===== src/rtl/sigchg_pkg.sv =====
package sigchg_pkg;
    localparam int SIG_W  = 6;
    localparam int BYTE_W = 8;
    typedef logic [SIG_W-1:0] sig_t;
endpackage


===== src/rtl/sigchg_pacer.sv =====
module sigchg_pacer #(
    parameter int PER_W = 8
) (
    input  logic             clk,
    input  logic             rst_n,
    input  logic             frame_start,
    input  logic [PER_W-1:0] period,
    output logic             sample_act
);
    typedef struct packed {
        logic [PER_W-1:0] cnt;
        logic             act;
    } pace_t;

    pace_t st_d, st_q;

    always_comb begin
        st_d = st_q;
        if (frame_start) begin
            st_d.act = (st_q.cnt == '0);
            st_d.cnt = (st_q.cnt >= period) ? '0 : st_q.cnt + 1'b1;
        end
    end

    always_ff @(posedge clk) begin
        if (!rst_n) st_q <= '0;
        else        st_q <= st_d;
    end

    assign sample_act = st_q.act;

    // the sampling decision only moves at a frame strobe
    assert_act_at_frame_R5: assert property (@(posedge clk) disable iff (!rst_n)
        !frame_start |=> $stable(sample_act));
endmodule


===== src/rtl/sigchg_chan_store.sv =====
module sigchg_chan_store
    import sigchg_pkg::*;
#(
    parameter int NUM_CH = 32,
    localparam int SLOT_W = $clog2(2*NUM_CH),
    localparam int CH_W   = SLOT_W - 1
) (
    input  logic              clk,
    input  logic              rst_n,
    input  logic              sample_act,
    input  logic              slot_valid,
    input  logic [SLOT_W-1:0] slot_idx,
    input  logic [BYTE_W-1:0] slot_data,
    input  logic [CH_W-1:0]   rd_ch,
    output sig_t              rd_stable,
    output logic              accept,
    output logic [SLOT_W-1:0] accept_slot
);
    typedef struct packed {
        logic [NUM_CH-1:0][SIG_W-1:0] act;
        logic [NUM_CH-1:0][SIG_W-1:0] stb;
    } store_t;

    store_t          st_d, st_q;
    logic [CH_W-1:0] ch;
    sig_t            smp;
    logic            hit;

    always_comb begin
        st_d   = st_q;
        accept = 1'b0;
        ch     = slot_idx[SLOT_W-1:1];
        smp    = slot_data[BYTE_W-1:BYTE_W-SIG_W];
        hit    = slot_valid && sample_act && slot_idx[0];
        if (hit) begin
            if (smp != st_q.act[ch]) begin
                st_d.act[ch] = smp;
            end else if (smp != st_q.stb[ch]) begin
                st_d.stb[ch] = smp;
                accept       = 1'b1;
            end
        end
    end

    always_ff @(posedge clk) begin
        if (!rst_n) st_q <= '1;
        else        st_q <= st_d;
    end

    assign rd_stable   = st_q.stb[rd_ch];
    assign accept_slot = slot_idx;

    // a stable value never moves without an accepted change
    assert_stable_only_on_accept_R4: assert property (@(posedge clk) disable iff (!rst_n)
        !accept |=> $stable(st_q.stb));
    // slots outside a sampling frame leave all channel state untouched
    assert_idle_frame_R5: assert property (@(posedge clk) disable iff (!rst_n)
        !sample_act |=> $stable(st_q));
endmodule


===== src/rtl/sigchg_fifo.sv =====
module sigchg_fifo #(
    parameter int DEPTH = 16,
    parameter int W     = 6,
    localparam int AW   = $clog2(DEPTH),
    localparam int CW   = AW + 1
) (
    input  logic         clk,
    input  logic         rst_n,
    input  logic         push,
    input  logic [W-1:0] din,
    input  logic         pop,
    input  logic         ovf_clr,
    output logic [W-1:0] dout,
    output logic         empty,
    output logic         ovf
);
    localparam logic [CW-1:0] DEPTH_C = CW'(DEPTH);
    localparam logic [AW-1:0] LAST_C  = AW'(DEPTH - 1);

    typedef struct packed {
        logic [DEPTH-1:0][W-1:0] mem;
        logic [AW-1:0]           wp;
        logic [AW-1:0]           rp;
        logic [CW-1:0]           cnt;
        logic                    ovf;
    } fifo_t;

    fifo_t st_d, st_q;
    logic  full, do_pop, do_push;

    always_comb begin
        st_d    = st_q;
        full    = (st_q.cnt == DEPTH_C);
        do_pop  = pop && (st_q.cnt != '0);
        do_push = push && (!full || do_pop);
        if (do_push) begin
            st_d.mem[st_q.wp] = din;
            st_d.wp = (st_q.wp == LAST_C) ? '0 : st_q.wp + 1'b1;
        end
        if (do_pop) begin
            st_d.rp = (st_q.rp == LAST_C) ? '0 : st_q.rp + 1'b1;
        end
        st_d.cnt = st_q.cnt + CW'(do_push) - CW'(do_pop);
        if (ovf_clr)            st_d.ovf = 1'b0;
        if (push && !do_push)   st_d.ovf = 1'b1;
    end

    always_ff @(posedge clk) begin
        if (!rst_n) st_q <= '0;
        else        st_q <= st_d;
    end

    assign dout  = st_q.mem[st_q.rp];
    assign empty = (st_q.cnt == '0);
    assign ovf   = st_q.ovf;

    // occupancy never exceeds the depth
    assert_no_overflow_R6: assert property (@(posedge clk) disable iff (!rst_n)
        st_q.cnt <= DEPTH_C);
    // popping an empty FIFO with nothing arriving keeps it empty
    assert_empty_pop_R6: assert property (@(posedge clk) disable iff (!rst_n)
        (empty && pop && !push) |=> empty);
    // a push into a full FIFO without a pop raises the sticky flag
    assert_ovf_set_R7: assert property (@(posedge clk) disable iff (!rst_n)
        (push && full && !pop) |=> ovf);
    // the flag only falls when cleared
    assert_ovf_sticky_R7: assert property (@(posedge clk) disable iff (!rst_n)
        (ovf && !ovf_clr) |=> ovf);
endmodule


===== src/rtl/sigchg_detect.sv =====
module sigchg_detect
    import sigchg_pkg::*;
#(
    parameter int NUM_CH     = 32,
    parameter int FIFO_DEPTH = 16,
    parameter int PER_W      = 8,
    localparam int SLOT_W    = $clog2(2*NUM_CH),
    localparam int CH_W      = SLOT_W - 1
) (
    input  logic              clk,
    input  logic              rst_n,
    input  logic              frame_start,
    input  logic [PER_W-1:0]  period,
    input  logic              slot_valid,
    input  logic [SLOT_W-1:0] slot_idx,
    input  logic [7:0]        slot_data,
    input  logic [CH_W-1:0]   rd_ch,
    output logic [5:0]        rd_stable,
    input  logic              fifo_pop,
    output logic [SLOT_W-1:0] fifo_data,
    output logic              fifo_empty,
    input  logic              ovf_clr,
    output logic              ovf,
    output logic              irq
);
    logic              sample_act;
    logic              accept;
    logic [SLOT_W-1:0] accept_slot;

    sigchg_pacer #(.PER_W(PER_W)) u_pacer (
        .clk         (clk),
        .rst_n       (rst_n),
        .frame_start (frame_start),
        .period      (period),
        .sample_act  (sample_act)
    );

    sigchg_chan_store #(.NUM_CH(NUM_CH)) u_store (
        .clk         (clk),
        .rst_n       (rst_n),
        .sample_act  (sample_act),
        .slot_valid  (slot_valid),
        .slot_idx    (slot_idx),
        .slot_data   (slot_data),
        .rd_ch       (rd_ch),
        .rd_stable   (rd_stable),
        .accept      (accept),
        .accept_slot (accept_slot)
    );

    sigchg_fifo #(.DEPTH(FIFO_DEPTH), .W(SLOT_W)) u_fifo (
        .clk     (clk),
        .rst_n   (rst_n),
        .push    (accept),
        .din     (accept_slot),
        .pop     (fifo_pop),
        .ovf_clr (ovf_clr),
        .dout    (fifo_data),
        .empty   (fifo_empty),
        .ovf     (ovf)
    );

    assign irq = !fifo_empty;

    // the interrupt only rises after an accepted change
    assert_irq_cause_R8: assert property (@(posedge clk) disable iff (!rst_n)
        $rose(irq) |-> $past(accept));
    // a change queued into a FIFO that was empty always names an odd slot
    assert_odd_queued_R4: assert property (@(posedge clk) disable iff (!rst_n)
        (accept && fifo_empty) |=> fifo_data[0]);
endmodule


===== config.mk =====
export PLATFORM = sky130hd
export DESIGN_NAME = sigchg_detect
export DESIGN_NICKNAME = d
export VERILOG_FILES = /design/src/rtl/sigchg_pkg.sv /design/src/rtl/sigchg_pacer.sv /design/src/rtl/sigchg_chan_store.sv /design/src/rtl/sigchg_fifo.sv /design/src/rtl/sigchg_detect.sv
export SDC_FILE = /design/constraint.sdc
export NUM_CORES = 1
export LEC_CHECK = 0
export ABC_AREA = 1
export BUFFER_PORTS_ARGS = -buffer_cell sky130_fd_sc_hd__buf_2
export CORE_MARGIN = 3
export CORE_UTILIZATION = 40
export CTS_CLUSTER_DIAMETER = 40
export CTS_CLUSTER_SIZE = 12
export DETAILED_ROUTE_END_ITERATION = 8
export PLACE_DENSITY_LB_ADDON = 0.1
export SLEW_MARGIN = 30
export SYNTH_ARGS = -nofsm -noshare
export SYNTH_HDL_FRONTEND = slang
export SYNTH_SLANG_ARGS = --single-unit

===== constraint.sdc =====
create_clock -name clk -period 10.4 [get_ports clk]
set_clock_uncertainty 0.15 [all_clocks]
set_input_delay 3.12 -clock clk [delete_from_list [all_inputs] [get_ports clk]]
set_output_delay 3.12 -clock clk [all_outputs]
set_load 0.01 [all_outputs]

After elaboration in Yosys (flattened, before gate mapping)

Index checks and enable logic that the tools add are counted.

Input bits: 33
Output and inout bits: 15
Register bits: 503
Word-level logic and storage cells: 144

Reduce and logical (&&, ||, !) cells: 17
$lt $le $gt $ge: 7
$add $sub $neg: 5
Bitwise operators: 1
Equality and inequality tests: 5
Multiplexer cells: 23

Operator list:

| kind                                                                                | count |
|---|---|
| 192-bit bitwise mux                                                                 | 2 |
| 96-bit bitwise mux                                                                  | 1 |
| 6-bit binary-select mux with 5-bit select                                           | 3 |
| 6-bit two-way mux                                                                   | 6 |
| 6-bit demux with 5-bit select                                                       | 1 |
| 6-bit binary-select mux with 4-bit select                                           | 1 |
| 6-bit demux with 4-bit select                                                       | 1 |
| 5-bit by 6-bit < comparator with 1-bit output, second input constant                | 2 |
| 6-bit inequality test                                                               | 2 |
| 4-bit by 5-bit < comparator with 1-bit output, second input constant                | 2 |
| 4-bit by 1-bit adder with 4-bit output, second input constant                       | 2 |
| 8-bit by 1-bit adder with 8-bit output, second input constant                       | 1 |
| 4-bit equality test, second input constant                                          | 2 |
| 8-bit greater-or-equal comparator                                                   | 1 |
| 8-bit zero test                                                                     | 1 |
| 4-bit two-way mux                                                                   | 2 |
| 8-bit two-way mux                                                                   | 1 |
| 1-bit logical AND                                                                   | 7 |
| 5-bit by 1-bit adder with 5-bit output                                              | 1 |
| 5-bit equality test, second input constant                                          | 1 |
| 5-bit by 1-bit greater-or-equal comparator with 1-bit output, second input constant | 1 |
| 5-bit zero test                                                                     | 1 |
| 1-bit two-way mux                                                                   | 5 |
| 5-bit nonzero test                                                                  | 1 |
| other kinds (8)                                                                     | 10 |

Depth between registers and ports, before layout

Gate-level depths: netlist of the first run.

Depth in word-level cells: 10
Gate-level depth with buffers: 27
Gate-level depth less buffers: 24

Modules after synthesis

From an unflattened synthesis of the first run, not the netlist that was laid out.

Cells, all modules: 4,203
Area, all modules: 27,149.8 µm²

By module, submodules not included:

| module            | cells each | seq. area each (µm²) | times used | area an instance (µm²) |
|---|---|---|---|---|
| sigchg_chan_store | 3,124      | 7,687.4              | 1          | 20,398.3 |
| sigchg_fifo       | 990        | 2,202.1              | 1          | 6,100.9 |
| sigchg_pacer      | 88         | 180.2                | 1          | 646.9 |
| sigchg_detect     | 1          | 0.0                  | 1          | 3.8 |

Worst setup path before layout of the first run

OpenSTA, ideal clock, no wires.

Path kind: in2out
Start point: input port rd_ch[0]
End point: output port rd_stable[1]
Arrival: 4.530 ns
Stages on the path: 8
Buffers on the path: 3
Setup slack: 2.600 ns
Cell sequence: clkbuf_1 inv_1 clkbuf_1 clkbuf_1 nor2_1 o221ai_1 nand3_1 a32oi_1

Longest elaborated chain between the ends: 2

Ends and longest elaborated chain:

| item                                      | line                    | text |
|---|---|---|
| start: declaration                        | sigchg_detect.sv:17     | `input logic [CH_W-1:0] rd_ch,` |
| 6-bit binary-select mux with 5-bit select | sigchg_chan_store.sv:50 | `assign rd_stable = st_q.stb[rd_ch];` |
| 6-bit two-way mux (implied by the code)   | sigchg_chan_store.sv:50 |  |
| end: declaration                          | sigchg_detect.sv:18     | `output logic [5:0] rd_stable,` |

Every way passes these cells. The select of a mux whose other input is x is not followed.

Final worst setup path of the first run

Start point: input port rd_ch[2]
End point: output port rd_stable[3]

Same word-level chain as after synthesis.

==> metrics.md, run 1 <==
| Metric | Value |
|---|---|
| Cell area after synthesis | 24,850 sq um |
| Placed cell count | 4,268 |
| Ratio of cells with drive above 1 in the final layout | 0.07722 |
| WL met3 | 6299 um |
| Fin util | 0.4715 |
| Core Region | 60,920 sq um |
| Ys Warns | 0 |
| Wl on met1 | 39,150 um |
| CP cell instances | buf_2, buf_4, clkinv_1, buf_4, o221ai_1, nand3_1, a32oi_1, buf_2 |
| Slowest CP cell | clkinv_1 |
| Post-CTS setup buffers | 0 |
| Post-Syn Instances | 3,664 |
| DR WL/cell | 19.31 um |
| Die area | 65,150 sq um |
| Post-synthesis sequential area ratio | 0.4052 |
| Max-slew headroom | 0.3283 |
| CP required | 7.13 ns |
| Unrepaired setup endpoints after global routing | no |
| Number of hold buffers added after cts | 0 |
| Seq cells post-synth | 503 |
| Antenna violations before repair | 3 |
| Die height | 255.2 um |
| Final slew viol count | 0 |
| Clk_lat worst skew | 0.65 ns |
| Power density over cell area | 205.7 nW/um^2 |
| Row count | 90 |
| Total Routed Length | 85,810 um |
| Final setup violation count | 0 |
| Via count | 24,951 |
| Worst slew pin tran | 1.008 ns |
| FF+latch area | 10,070 sq um |
| Placer Congestion | 0.8692 |
| Worst-case clock buffer depth | 3 |
| Remaining global-route overflow | 0 |
| Clock tree from TritonCTS | built |
| Final Cycle Share | 0.8631 |
| Die W | 255.2 um |
| Setup TNS | 0 ns |
| Outcome | finished, final reports clean |
| Crit path time final | 8.976 ns |
| Worst min-delay path category | reg2reg |
| FMAX | 0.1114 GHz |
| Root buffer cell | clkbuf_16 |
| Max cap viols | 0 |
| Crit Path Category | in2out |
| P_leak | 14.04 nW |
| Top Metal Used | met4 |
| DR vias/cell | 5.615 |
| Met2 WL post-DR | 38,080 um |
| Worst vdd ir | 0.1367 mV |
| Vias in the first global route | 23,172 |
| Largest net degree at the start of global routing | 195 |
| Data arrival, critical path | 5.71 ns |
| DRC | 0 |
| Clock transition at path regs | 0.04 ns |
| Initial Util | 0.4079 |
| DRT iter0 DRCs | 2,507 |
| CP Capture Type | output pin |
| Syn_area_per_cell | 6.782 sq um |
| Largest stage delay, worst path | 0.90 ns |
| CP max FO | 24 |
| Filler cells | 6,095 |
| Final Hold Fails | 0 |
| Htree depth | 3 |
| Nets@finish | 3,592 |
| DRT Pass-1 Iters | 5 |
| Antenna-violating nets left | 0 |
| Half-perimeter wire length after detailed placement | 51,420 um |
| Post-Layout Cell Count | 4,444 |
| PostCTS Resize Cnt | 0 |
| First-pass GRT wire length | 134,300 um |
| IO Count | 48 |
| Port Buffer Count | 45 |
| CP startpoint kind | input port |
| GRT Resource Usage Total | 0.2620 |
| TritonCTS buffer count | 94 |
| Number of distinct library cells after synthesis | 36 |
| Post-Route Hold Slack | 0.3003 ns |
| Layout area overhead | 15.58% |
| Footprint of the multi-input gates | 13,160 sq um |
| CTS sink cnt | 503 |
| Mapped Nets | 3,719 |
==> cell usage in the layout, fill, tap and decap left out, types with 12 or more instances in the layout <==
cell,synthesis,layout
a21oi_1,32,32
buf_2,109,42
buf_4,4,35
bufinv_16,0,19
clkbuf_16,0,96
clkinv_4,0,12
dfxtp_1,503,503
ha_1,21,21
inv_1,88,79
nand2_1,1365,1365
nand3_1,209,209
nand4_1,35,35
nor2_1,433,431
nor2_4,9,12
o211ai_1,387,387
o21ai_0,158,158
o221ai_1,47,47
o22ai_1,23,23
==> where the power goes <==
part | leakage (nW) | total (mW) | internal (mW) | switching [mW]
logic | 8.31 | 0.630 | 0.173 | 0.457
clock network | 1.66 | 3.32 | 2.22 | 1.10
registers | 4.07 | 1.96 | 1.95 | 0.00969
==> per-layer routing <==
metal  global-route usage  vias to the layer above
met5                    0                        -
met1               0.3687                    11832
met2               0.4090                      935
li1                     -                    12031
met3              0.04430                      153
met4              0.08487                        0
==> sequential cells by signal (all words and copies together), names as in the netlist <==
signal	cells
u_store.st_q	384
u_fifo.st_q	109
u_pacer.st_q	8
u_fifo.ovf	1
u_pacer.sample_act	1
==> cell usage after synthesis <==
cell type,number,area [sq um]
nand2_1,1365,5124
dfxtp_1,503,10070
nor2_1,433,1625
o211ai_1,387,2905
nand3_1,209,1046
clkbuf_1,175,656.9
o21ai_0,158,790.8
buf_2,109,545.5
inv_1,88,330.3
o221ai_1,47,411.6
nand4_1,35,219.0
a21oi_1,32,160.2
o22ai_1,23,143.9
ha_1,21,262.8
buf_1,18,67.56
nor2_4,9,101.4
a31oi_1,6,37.54
a32oi_1,6,52.55
nor3_1,6,30.03
xor2_1,6,52.55
inv_2,5,18.77
buf_4,4,30.03
nor3_2,4,40.04
buf_6,2,22.52
nor3b_1,2,15.01
a211oi_1,1,7.510
and3_1,1,6.260
clkinv_1,1,3.750
fa_1,1,20.02
nand3_2,1,10.01
nand3b_1,1,7.510
nor2_2,1,6.260
nor4_1,1,6.260
o2111ai_1,1,8.760
o21ai_1,1,5.000
xnor2_1,1,8.760
==> critical path, delay by kind of cell <==
| kind | cells | cell delay [ns] |
|---|---|---|
| and+or+nand+nor | 1 | 0.14 |
| buffers and inverters | 5 | 2.02 |
| AOI/OAI and AO/OA | 2 | 0.40 |
==> final timing paths <==
path	from	to	slack, ns	depth (start not counted)
setup / recovery	rd_ch[2]	rd_stable[3]	1.42	8
hold / removal	u_fifo.st_q[56]$_SDFFE_PN0P_	u_fifo.st_q[56]$_SDFFE_PN0P_	0.30	2
setup reg to reg	u_store.st_q[43]$_SDFFE_PN1P_	u_fifo.st_q[5]$_SDFF_PN0_	6.44	23
hold reg to reg	u_fifo.st_q[56]$_SDFFE_PN0P_	u_fifo.st_q[56]$_SDFFE_PN0P_	0.30	2
==> metrics by stage <==
stage / power, mW / cell area (sq um) / setup slack [ns]
detailed placement: 2.612 / 25220 / 1.696
floorplan: 2.404 / 24850 / 2.600
global placement: 2.607 / 25210 / 1.676
CTS: 5.952 / 28680 / 1.686
global route: 6.116 / 28720 / 1.313
finish: 5.907 / 28720 / 1.424
==> layout make-up <==
| type | count | share of cell area |
|---|---|---|
| repair buffers | 85 | 0.02183 |
| flip-flops and latches | 503 | 0.3506 |
| multi-input cells | 2759 | 0.4583 |
| clock inverters | 58 | 0.03198 |
| well taps | 828 | 0.03607 |
| diodes | 3 | 0.0002614 |
| inverters | 94 | 0.01255 |
| clock buffers | 114 | 0.08843 |
==> cell families after synthesis <==
family	after synthesis	synth area share
AOI/OAI and AO/OA	662	0.1820
adders and majority gates	22	0.01138
xor gates and xnor gates	7	0.002467
buffers and inverters	402	0.06742
and+or+nand+nor	2068	0.3315
DFF	503	0.4052
Power figures use the tool's default switching activity.
==> run 2, diff against run 1 <==
==> constraint.sdc (replaced) <==
create_clock -name clk -period 9.4 [get_ports clk]
set_clock_uncertainty 0.15 [all_clocks]
set_input_delay 2.82 -clock clk [delete_from_list [all_inputs] [get_ports clk]]
set_output_delay 2.82 -clock clk [all_outputs]
set_load 0.01 [all_outputs]
==> run 2 against run 1 <==
Effect of this change:
- sequential cell count unchanged
- critical endpoint is now rd_stable[2]
- die area unchanged
- worst setup slack worse by 0.055 ns
- highest routed layer unchanged
- sequential share of layout area up 0.16 points
- critical path depth increased by 2
- via count shrank 0.55%
- cell count is 0.16% higher
==> metrics.md, run 2 (synthesis gave the netlist of run 1 again) <==
| Metric | Value |
|---|---|
| Final Cycle Share | 0.8544 |
| Outcome | finished, final reports clean (unchanged) |
| Unrepaired setup endpoints after global routing | no (unchanged) |
| CP Capture Type | output pin (unchanged) |
| Tot Pwr | 6.371 mW (was 5.907 mW) |
| Seq pwr share | 0.339 (was 0.331) |
| Commonest non-fill, non-tap cell in the layout | nand2_1 (unchanged) |
| Via count | 24,815 (was 24,951) |
| Data arrival, critical path | 5.06 ns (was 5.71 ns) |
| Root buffer cell | clkbuf_16 (unchanged) |
| Worst-case clock buffer depth | 3 (unchanged) |
| Clk network pwr share | 0.552 (was 0.562) |
| Max-slew headroom | 0.3371 (was 0.3283) |
| CTS sink cnt | 503 (unchanged) |
| Switching part of the total | 0.2744 (was 0.2650) |
| Internal | 4.623 mW (was 4.342 mW) |
| Port Buffer Count | 45 (unchanged) |
| Final Hold Fails | 0 (unchanged) |
| Largest net degree at the start of global routing | 200 (was 195) |
| CP max FO | 36 (was 24) |
| Core Region | 60,920 sq um (unchanged) |
| Die height | 255.2 um (unchanged) |
| Vias in the first global route | 22,982 (was 23,172) |
| FMAX | 0.1245 GHz |
| Largest regs | u_store.st_q: 384 flops, u_fifo.st_q: 109 flops, u_pacer.st_q: 8 flops (unchanged) |
| Placer Congestion | 0.8682 (was 0.8692) |
| Antenna violations before repair | 3 (unchanged) |
| GRT Resource Usage Total | 0.2581 (was 0.2620) |
| CP required | 6.43 ns (was 7.13 ns) |
| Setup TNS | 0 ns (unchanged) |
| R2R depth | 17 (was 23) |
| Comb pwr share | 0.109 (was 0.107) |
| Max cap viols | 0 (unchanged) |
| Die area | 65,150 sq um (unchanged) |
| Clock tree from TritonCTS | built (unchanged) |
| Biggest register | u_store.st_q (unchanged) |
| Design Area, Final | 28,590 sq um (was 28,720 sq um) |
| Crit path time final | 8.031 ns |
| TritonCTS buffer count | 95 (was 94) |
| DRC | 0 (unchanged) |
| Antenna-violating nets left | 0 (unchanged) |
| Number of hold buffers added after cts | 0 (unchanged) |
| Half-perimeter wire length after detailed placement | 51,860 um (was 51,420 um) |
| CP startpoint kind | input port (unchanged) |
| Remaining global-route overflow | 0 (unchanged) |
| Worst min-delay path category | reg2reg (unchanged) |
| Placed Instance Area | 25,250 sq um (was 25,220 sq um) |
| DRT iter0 DRCs | 2,577 (was 2,507) |
| Clk_lat worst skew | 0.64 ns (was 0.65 ns) |
| R2r setup slk | 5.74 ns (was 6.44 ns) |
| Max FFs per register | 384 (unchanged) |
| Ratio of cells with drive above 1 in the final layout | 0.08066 (was 0.07722) |
| Total Routed Length | 85,060 um (was 85,810 um) |
| DR WL/cell | 19.11 um (was 19.31 um) |
| Row count | 90 (unchanged) |
| DR vias/cell | 5.575 (was 5.615) |
| PostCTS Resize Cnt | 0 (unchanged) |
| P_leak | 13.98 nW (was 14.04 nW) |
| Worst slew pin tran | 0.9943 ns (was 1.008 ns) |
| Most frequent cells in the layout | nand2_1, dfxtp_1, nor2_1, o211ai_1, nand3_1 (unchanged) |
| CP endpoint | rd_stable[2] (was rd_stable[3]) |
| Clock transition at path regs | 0.05 ns (was 0.04 ns) |
| Crit Path Category | in2out (unchanged) |
| DRT Pass-1 Iters | 6 (was 5) |
| Final slew viol count | 0 (unchanged) |
| First-pass GRT wire length | 132,600 um (was 134,300 um) |
| Reg-to-reg endpoint | u_fifo.st_q[17]$_SDFFE_PN0P_ (was u_fifo.st_q[5]$_SDFF_PN0_) |
| Die W | 255.2 um (unchanged) |
| Layout area overhead | 15.05% (was 15.58%) |
| Nets@finish | 3,597 (was 3,592) |
| Post-Route Hold Slack | 0.2971 ns (was 0.3003 ns) |
| Htree depth | 3 (unchanged) |
| Post-CTS setup buffers | 0 (unchanged) |
| IO Count | 48 (unchanged) |
| Worst r2r src | u_store.st_q[220]$_SDFFE_PN1P_ (was u_store.st_q[43]$_SDFFE_PN1P_) |
| Psw | 1.749 mW (was 1.565 mW) |
| Final setup violation count | 0 (unchanged) |
| Worst vdd ir | 0.1386 mV (was 0.1367 mV) |
| CP startpoint | rd_ch[0] (was rd_ch[2]) |
| Power density over cell area | 222.9 nW/um^2 (was 205.7 nW/um^2) |
| Initial Util | 0.4079 (unchanged) |
-- run 2: worst min-delay path by stage --
| stage | start | to | cells past startpoint |
|---|---|---|---|
| final | u_fifo.st_q[56]$_SDFFE_PN0P_ | u_fifo.st_q[56]$_SDFFE_PN0P_ | 2 |
| after CTS | u_fifo.st_q[56]$_SDFFE_PN0P_ | u_fifo.st_q[56]$_SDFFE_PN0P_ | 2 |
| after floorplan | u_fifo.st_q[56]$_SDFFE_PN0P_ | u_fifo.st_q[56]$_SDFFE_PN0P_ | 2 |
| after detailed placement | u_fifo.st_q[56]$_SDFFE_PN0P_ | u_fifo.st_q[56]$_SDFFE_PN0P_ | 2 |
| after global placement | u_fifo.st_q[56]$_SDFFE_PN0P_ | u_fifo.st_q[56]$_SDFFE_PN0P_ | 2 |
| after global routing | u_fifo.st_q[55]$_SDFFE_PN0P_ | u_fifo.st_q[55]$_SDFFE_PN0P_ | 2 |
-- run 2: power groups by stage --
stage                     Sequential, mW  Combinational [mW]  Clock [mW]
after floorplan                     2.20               0.454           0
after global placement              2.20               0.678           0
after detailed placement            2.21               0.687           0
after CTS                           2.16               0.690        3.57
after global routing                2.16               0.771        3.67
final                               2.16               0.695        3.51
-- run 2: stage by stage --
| stage | setup slack (ns) | std cells | util |
|---|---|---|---|
| 2_1_floorplan | 2.200 | 3664 | - |
| 3_3_place_gp | 1.457 | 4272 | 0.4138 |
| 3_5_place_dp | 1.442 | 4273 | 0.4145 |
| 4_1_cts | 1.439 | 4448 | 0.4691 |
| 5_1_grt | 1.306 | 4449 | 0.4692 |
| 6_report | 1.369 | 4451 | 0.4693 |
-- run 2: cell type report --
| type | instances | area [sq um] |
|---|---|---|
| Clock inverter | 65 | 762.0 |
| Sequential cell | 503 | 10070 |
| Multi-Input combinational cell | 2759 | 13150 |
| Clock buffer | 110 | 2567 |
| Antenna cell | 3 | 7.507 |
| Tap cell | 828 | 1036 |
| Inverter | 94 | 359.1 |
| Timing Repair Buffer | 89 | 635.6 |
| Fill cell | 6111 | 32330 |
-- run 2: per-layer routing --
layer / up-vias / global-route usage / wire [um]
li1: 12041 / - / -
met1: 11638 / 0.3625 / 39060
met5: - / 0 / 0
met3: 170 / 0.04806 / 6290
met4: 0 / 0.08438 / 2231
met2: 966 / 0.4003 / 37480
-- run 2: critical path, cell delays in order --
cell	delay, ns
buf_2	0.33
inv_2	0.14
buf_4	0.36
o21ai_0	0.13
o22ai_1	0.24
nor2_1	0.07
nor2_1	0.12
o21ai_0	0.30
a32oi_1	0.34
buf_2	0.18
